$ cat src/rtl/irq_pkg.sv
package irq_pkg;

  // Byte offsets of the three registers
  localparam int unsigned OFF_STATE  = 0;
  localparam int unsigned OFF_ENABLE = 4;
  localparam int unsigned OFF_TEST   = 8;

  // Width list: 8 bits per source, source 0 in the low byte
  localparam int unsigned MAX_SRC = 32;

  typedef enum logic [1:0] {
    SEL_NONE   = 2'd0,
    SEL_STATE  = 2'd1,
    SEL_ENABLE = 2'd2
  } rd_sel_e;

  typedef struct packed {
    logic    wrState;
    logic    wrEnable;
    logic    wrTest;
    rd_sel_e rdSel;
  } irq_strobe_t;

  function automatic int unsigned width_sum(int unsigned n, logic [8*MAX_SRC-1:0] w);
    int unsigned s = 0;
    for (int i = 0; i < MAX_SRC; i++) begin
      if (i < n) s += int'(w[i*8 +: 8]);
    end
    return s;
  endfunction

  function automatic int unsigned lsb_of(int unsigned idx, logic [8*MAX_SRC-1:0] w);
    int unsigned s = 0;
    for (int i = 0; i < MAX_SRC; i++) begin
      if (i < idx) s += int'(w[i*8 +: 8]);
    end
    return s;
  endfunction

endpackage

$ cat src/rtl/irq_ctrl.sv
module irq_ctrl
  import irq_pkg::*;
#(
  parameter int unsigned ADDR_W = 4
) (
  input  logic              wrEn,
  input  logic [ADDR_W-1:0] addr,
  output irq_strobe_t       strb
);

  localparam logic [ADDR_W-1:0] A_STATE  = ADDR_W'(OFF_STATE);
  localparam logic [ADDR_W-1:0] A_ENABLE = ADDR_W'(OFF_ENABLE);
  localparam logic [ADDR_W-1:0] A_TEST   = ADDR_W'(OFF_TEST);

  always_comb begin
    strb          = '0;
    strb.rdSel    = SEL_NONE;
    strb.wrState  = wrEn && (addr == A_STATE);
    strb.wrEnable = wrEn && (addr == A_ENABLE);
    strb.wrTest   = wrEn && (addr == A_TEST);
    if (addr == A_STATE)       strb.rdSel = SEL_STATE;
    else if (addr == A_ENABLE) strb.rdSel = SEL_ENABLE;
  end

endmodule

$ cat src/rtl/irq_datapath.sv
module irq_datapath
  import irq_pkg::*;
#(
  parameter int unsigned               REG_W      = 32,
  parameter int unsigned               NUM_IRQ    = 4,
  parameter logic [8*MAX_SRC-1:0]      SRC_WIDTHS = 256'h03010201,
  parameter int unsigned               TOT_W      = 7
) (
  input  logic               clk,
  input  logic               rstN,
  input  irq_strobe_t        strb,
  input  logic [TOT_W-1:0]   wrBits,
  input  logic [TOT_W-1:0]   evtIn,
  output logic [REG_W-1:0]   rdData,
  output logic [NUM_IRQ-1:0] irqOut
);

  logic [TOT_W-1:0]   stateQ, enQ, testVal;
  logic               testQe;
  logic [TOT_W-1:0]   clrMask, forceMask;
  logic [NUM_IRQ-1:0] hit;

  assign clrMask   = strb.wrState ? wrBits  : '0;
  assign forceMask = testQe       ? testVal : '0;

  // State: hardware set and test force beat the software clear
  always_ff @(posedge clk or negedge rstN) begin
    if (!rstN) stateQ <= '0;
    else       stateQ <= (stateQ & ~clrMask) | evtIn | forceMask;
  end

  always_ff @(posedge clk or negedge rstN) begin
    if (!rstN)              enQ <= '0;
    else if (strb.wrEnable) enQ <= wrBits;
  end

  // Test register: one-cycle qualify pulse carrying the force bits
  always_ff @(posedge clk or negedge rstN) begin
    if (!rstN) begin
      testQe  <= 1'b0;
      testVal <= '0;
    end else begin
      testQe  <= strb.wrTest;
      testVal <= strb.wrTest ? wrBits : '0;
    end
  end

  for (genvar i = 0; i < NUM_IRQ; i++) begin : g_src
    localparam int unsigned LO = lsb_of(i, SRC_WIDTHS);
    localparam int unsigned W  = int'(SRC_WIDTHS[i*8 +: 8]);
    assign hit[i] = |(stateQ[LO +: W] & enQ[LO +: W]);

    // A source whose enable slice is all zero cannot raise its line next cycle
    p_mask_r8: assert property (@(posedge clk) disable iff (!rstN)
      (enQ[LO +: W] == '0) |=> !irqOut[i]);
  end

  always_ff @(posedge clk or negedge rstN) begin
    if (!rstN) irqOut <= '0;
    else       irqOut <= hit;
  end

  always_comb begin
    unique case (strb.rdSel)
      SEL_STATE:  rdData = REG_W'(stateQ);
      SEL_ENABLE: rdData = REG_W'(enQ);
      default:    rdData = '0;
    endcase
  end

  p_set_wins_r4: assert property (@(posedge clk) disable iff (!rstN)
    1'b1 |=> ((stateQ & $past(evtIn)) == $past(evtIn)));

  p_clear_r3: assert property (@(posedge clk) disable iff (!rstN)
    strb.wrState |=> ((stateQ & $past(wrBits & ~evtIn & ~forceMask)) == '0));

  p_test_pulse_r6: assert property (@(posedge clk) disable iff (!rstN)
    strb.wrTest |=> testQe);

  p_test_force_r6: assert property (@(posedge clk) disable iff (!rstN)
    testQe |=> ((stateQ & $past(testVal)) == $past(testVal)));

endmodule

$ cat src/rtl/irq_regfile.sv
module irq_regfile
  import irq_pkg::*;
#(
  parameter int unsigned               REG_W      = 32,
  parameter int unsigned               ADDR_W     = 4,
  parameter int unsigned               NUM_IRQ    = 4,
  parameter logic [8*NUM_IRQ-1:0]      SRC_WIDTHS = {8'd3, 8'd1, 8'd2, 8'd1},
  parameter int unsigned               TOT_W      = width_sum(NUM_IRQ, (8*MAX_SRC)'(SRC_WIDTHS))
) (
  input  logic               clk,
  input  logic               rstN,
  input  logic [TOT_W-1:0]   evtIn,
  input  logic               wrEn,
  input  logic [ADDR_W-1:0]  addr,
  input  logic [REG_W-1:0]   wrData,
  output logic [REG_W-1:0]   rdData,
  output logic [NUM_IRQ-1:0] irqOut
);

  localparam logic [8*MAX_SRC-1:0] WIDTHS_X = (8*MAX_SRC)'(SRC_WIDTHS);

  irq_strobe_t strb;

  if (TOT_W < REG_W) begin : g_spare
    logic unusedWrBits;
    assign unusedWrBits = ^wrData[REG_W-1:TOT_W];
  end

  irq_ctrl #(.ADDR_W(ADDR_W)) u_ctrl (
    .wrEn (wrEn),
    .addr (addr),
    .strb (strb)
  );

  irq_datapath #(
    .REG_W      (REG_W),
    .NUM_IRQ    (NUM_IRQ),
    .SRC_WIDTHS (WIDTHS_X),
    .TOT_W      (TOT_W)
  ) u_dp (
    .clk    (clk),
    .rstN   (rstN),
    .strb   (strb),
    .wrBits (wrData[TOT_W-1:0]),
    .evtIn  (evtIn),
    .rdData (rdData),
    .irqOut (irqOut)
  );

  p_test_reads_zero_r7: assert property (@(posedge clk) disable iff (!rstN)
    (addr == ADDR_W'(OFF_TEST)) |-> (rdData == '0));

  p_reset_clear_r9: assert property (@(posedge clk) disable iff (!rstN)
    $rose(rstN) |-> (irqOut == '0));

endmodule

$ cat config.mk
export PLATFORM = sky130hd
export DESIGN_NAME = irq_regfile
export DESIGN_NICKNAME = d
export VERILOG_FILES = /design/src/rtl/irq_pkg.sv /design/src/rtl/irq_ctrl.sv /design/src/rtl/irq_datapath.sv /design/src/rtl/irq_regfile.sv
export SDC_FILE = /design/constraint.sdc
export NUM_CORES = 1
export LEC_CHECK = 0
export ABC_AREA = 1
export BUFFER_PORTS_ARGS = -buffer_cell sky130_fd_sc_hd__buf_2
export CELL_PAD_IN_SITES_DETAIL_PLACEMENT = 0
export CELL_PAD_IN_SITES_GLOBAL_PLACEMENT = 1
export CORE_ASPECT_RATIO = 0.7
export CORE_MARGIN = 2
export CORE_UTILIZATION = 28
export CTS_BUF_LIST = sky130_fd_sc_hd__clkbuf_8
export DETAILED_ROUTE_END_ITERATION = 8
export HOLD_SLACK_MARGIN = 0.12
export PLACE_DENSITY_LB_ADDON = 0.1
export SLEW_MARGIN = 5
export SYNTH_ARGS = -nofsm -noshare
export SYNTH_HDL_FRONTEND = slang
export SYNTH_SLANG_ARGS = --single-unit
$ cat constraint.sdc
create_clock -name clk -period 0.9 [get_ports clk]
set_clock_uncertainty 0.2 [all_clocks]
set_input_delay 0.135 -clock clk [delete_from_list [all_inputs] [get_ports clk]]
set_output_delay 0.135 -clock clk [all_outputs]
set_load 0.02 [all_outputs]
# Yosys cells after proc, flatten, opt, wreduce, memory -nomap -nowiden
# Index checks and enable logic that the tools add are counted.
# op_classes
div,0
bitwise,8
eq_ne,4
mux,6
n_addsub,0
n_mul,0
order_cmp,0
n_reduce_logical,6
n_shift,0
# ops
cell,count
$mux W7,3
$or A7 B7 Y7,2
$pmux W7 S2,1
$and A7 B7 Y7,1
$not A7 Y7,1
$eq A4 B3 Y1 const B,1
$eq A4 B4 Y1 const B,1
$logic_not A4 Y1,1
$mux W2,2
$and A3 B3 Y3,1
$logic_and A1 B1 Y1,3
$reduce_or A3 Y1,1
$and A1 B1 Y1,2
$and A2 B2 Y2,1
$eq A2 B1 Y1 const B,1
$eq A2 B2 Y1 const B,1
$reduce_or A2 Y1,1
# totals
n_memories,0
mem_bits_ro,0
wordCells,29
inputBits,46
ram_bits,0
reg_bits,26
latchBits,0

# Longest topological paths before layout
# depth
word_depth,7
ltp_mapped,6
mapped_depth_nobuf,5

# Cells and area by module
# Synthesis repeated with hierarchy kept, for this count alone.
# unflattened
hier_cells,166
hier_area_um2,1327.5
# by_module_without_submodules
module,area_per_inst_um2,instances,seq_area_each_um2,cells_per_inst
irq_datapath,1270.0,1,650.6,152
irq_ctrl,57.6,1,0.0,14

# Least setup slack after synthesis
# No wires, ideal clock.
# synth_path
kind,input port to output port
from,input addr[1]
to,output rdData[1]
path_buffers,1
t_arrival_ns,0.927
path_stages,4
setup_slack_ns,-0.362
t_required_ns,0.565
cell_sequence,nor2_2 > buf_4 > nand2_1 > o22ai_1
# synth_between
elab_chain_len,5
# synth_lines
element,line,text
from (decl),irq_regfile.sv:14,"input logic [ADDR_W-1:0] addr,"
$eq A4 B3 Y1,irq_ctrl.sv:22,else if (addr == A_ENABLE) strb.rdSel = SEL_ENABLE;
$mux W2,irq_ctrl.sv:22,
$mux W2 *,irq_ctrl.sv:21,if (addr == A_STATE) strb.rdSel = SEL_STATE;
$eq A2 B2 Y1 or $eq A2 B1 Y1 (tied branches),irq_datapath.sv:64,unique case (strb.rdSel)
$pmux W7 S2 *,irq_datapath.sv:64,
to (decl),irq_regfile.sv:16,"output logic [REG_W-1:0] rdData,"
# Mark *: on every way between the ends. The rest lies on a longest branch, timed or not.

# Final worst setup path
# layout_path
from,register u_dp.stateQ[2]
to,output rdData[2]
# layout_between
elab_chain_len,1
# layout_lines
element,line,text
from (decl),irq_datapath.sv:18,"logic [TOT_W-1:0] stateQ, enQ, testVal;"
from (signal assigned),irq_datapath.sv:29,else stateQ <= (stateQ & ~clrMask) | evtIn | forceMask;
$pmux W7 S2,irq_datapath.sv:64,
# No other way between the ends.

==> flow_metrics.py <==
metrics = {
    "timing": {
        "holdWs_ns": -0.143,
        "final-hold-violation-count": 21,
        "finalSetupTns_ns": -5.59,
        "post-route-period-util": 1.44,
        "setup_ws_ns": -0.399,
        "post-route-min-period_ns": 1.30,
        "maxSlewViolCount": 0,
        "max_freq_mhz": 770,
        "rsz0062_at_grt": "true",
        "setup_viol": 37,
    },
    "global_routing": {
        "grt_pass1_wl_um": 5040,
        "overflow": 0,
        "antenna_found_initial": 0,
        "grt_max_degree": 27,
        "gr-usage-all-layers": 0.120,
        "grt_pass1_vias": 1066,
    },
    "floorplan": {
        "die_h_um": 62.3,
        "ioPinCount": 82,
        "start_util": 0.287,
        "core_area_mm2": 0.00473,
        "rows": 21,
        "die_x_um": 87.3,
        "die-area_mm2": 0.00543,
    },
    "critical_path": {
        "start_kind": "flip-flop",
        "reg2reg_slack_ns": -0.15,
        "arrival_ns": 0.96,
        "cp_data_required_time_ns": 0.56,
        "path_class": "reg -> out",
        "crit_path_max_incr_delay_ns": 0.36,
        "end_kind": "primary output",
        "cpMaxStageDelayCell": "dfrtp_1",
        "path_max_fanout": 2,
        "path_cells": "inv_2 > o22ai_4 > buf_6",
    },
    "yosys": {
        "synth.avg_cell_area_um2": 8.94,
        "ys_types": 17,
        "yosysSeqAreaShare": 0.479,
        "synth_area_mm2": 0.00136,
        "syn_inst": 152,
        "yosysTopAreaCell": "dfrtp_1",
        "yosys_warnings": 0,
        "netlist.area_leader.share": 0.479,
        "synth_area_leaders": "dfrtp_1 48%, buf_4 15%, nand2_1 9.1%",
        "ys_seq_elements": 26,
    },
    "drt": {
        "ant_nets": 0,
        "drc": 0,
        "vias_per_cell": 4.15,
        "finalWirelength_um": 3280,
        "vias": 1124,
        "wl_per_cell_um": 12.1,
        "drt-initial-drc-count": 27,
        "first_pass_iters": 4,
    },
    "pwr": {
        "seq_power_share": 0.439,
        "power_leakage_nw": 1.05,
        "internal-power_mw": 2.15,
        "comb_power_share": 0.316,
        "power_per_cell_area_mw_per_mm2": 1480,
        "ir_worst_vdd_mv": 0.572,
        "clkPwrFrac": 0.245,
        "p_total_mw": 3.10,
        "p_switching_mw": 0.954,
        "p_sw_frac": 0.307,
    },
    "cells_and_area": {
        "stdcell_area_mm2": 0.00210,
        "finish.utilization": 0.444,
        "antenna_cells": 0,
        "regArea_um2": 652,
        "layout_common_cells": "25 x conb_1, 25 x dfrtp_1, 21 x buf_6",
        "multiInputGateArea_um2": 723,
        "fin_nets": 261,
        "drive_above_1_share": 0.593,
        "syn_to_final_growth_pct": 54.7,
        "fillCellCount": 457,
    },
    "placement": {
        "dp_hpwl_um": 2280,
        "preCtsSetupSlack_ns": -0.444,
        "io_buffer_count": 31,
        "place.gp.congestion": 0.759,
        "place_area_mm2": 0.00170,
    },
    "clock_tree": {
        "cts_tree": "built",
        "cts_root_buf": "clkbuf_8",
        "clk_transition_reported_paths_ns": 0.09,
        "numCtsBuffers": 3,
        "h-tree-depth": 1,
        "ctsHoldBuffers": 1,
        "cts.sinks": 26,
        "cts_buffer_depth": 2,
        "clk_latency_ns": 0.27,
    },
    "status": {
        "status": "finished with violations",
        "violations": "hold timing, setup timing",
    },
    "hold_path": {
        "hold_path.class": "in -> reg",
    },
    "run": {
        "max_cap_viol_count": 0,
    },
}
## flip-flops by register name (all words and copies together), names as in the netlist
signal,count
u_dp.stateQ,7
u_dp.testQe,1
u_dp.testVal,7
u_dp.irqOut,4
u_dp.enQ,7
## cells by family (layout without fill, tap and decap cells)
kind of cell	Yosys count	count (layout)	share of synthesized area
buffers and inverters	45	82	0.206
DFF	26	26	0.479
and+or+nand+nor	63	64	0.227
AOI/OAI and AO/OA	17	17	0.0847
other	1	25	0.00276
## power by group through the flow
| stage | clock, mW | sequential, mW | combinational (mW) |
|---|---|---|---|
| after global placement | 0 | 1.35 | 0.728 |
| after detailed placement | 0 | 1.35 | 0.732 |
| after floorplan | 0 | 1.41 | 0.445 |
| after CTS | 0.799 | 1.34 | 0.847 |
| final | 0.759 | 1.36 | 0.982 |
| after global routing | 0.846 | 1.37 | 1.07 |
## worst max-delay path: cells and delay by family, from the launching register on
family | cells | cell delay, ns
buf+inv | 2 | 0.20
compound gates | 1 | 0.14
flops | 1 | 0.36
## area by class of cell
cell class | instances | share of cell area
multi-input combinational | 106 | 0.344
sequential | 26 | 0.310
timing repair buffer | 63 | 0.259
tap | 57 | 0.0339
inverter | 15 | 0.0268
clock buffer | 4 | 0.0262
## through the flow
step / cells / hold slack (ns)
finish: 271 / -0.143
global route: 271 / -0.157
CTS: 264 / -0.155
detailed placement: 255 / -0.108
global placement: 255 / -0.107
floorplan: 176 / -0.361
## timing repair
| item | CTS | global route |
|---|---|---|
| buffers inserted | 9 | 9 |
| pin swaps | 7 | 15 |
| cloned | 0 | 1 |
| endpoints found under the hold margin | 47 | 21 |
| setup endpoints to repair | 36 | 36 |
| resized for setup | 34 | 39 |
## cell usage after synthesis
master	instances
nor2_4	1
o21ai_2	7
nand3_1	11
nand4_1	7
nand2_1	33
buf_2	2
buf_6	1
inv_1	15
nor2_2	1
o22ai_1	3
nor2_1	8
dfrtp_1	26
a21oi_1	7
buf_4	27
conb_1	1
nand4_4	1
nand3_4	1
## worst paths after layout
check	start	to	depth (start not counted)
max in group asynchronous	rstN	u_dp.testQe$_DFF_PN0_	3
hold reg to reg	u_dp.testVal[0]$_DFF_PN0_	u_dp.stateQ[0]$_DFF_PN0_	2
min in group asynchronous	rstN	u_dp.stateQ[5]$_DFF_PN0_	3
hold / removal	evtIn[6]	u_dp.stateQ[6]$_DFF_PN0_	3
setup reg to reg	u_dp.enQ[0]$_DFFE_PN0P_	u_dp.enQ[0]$_DFFE_PN0P_	4
setup / recovery	u_dp.stateQ[2]$_DFF_PN0_	rdData[2]	3
## layer usage
| metal | vias up | global-route usage | routed length [µm] |
|---|---|---|---|
| li1 | 567 | - | - |
| met1 | 530 | 0.173 | 1610 |
| met2 | 27 | 0.178 | 1550 |
| met3 | 0 | 0.0386 | 120 |
| met4 | 0 | 0.0192 | 0 |
| met5 | - | 0 | 0 |
Power figures use the tool's default switching activity.
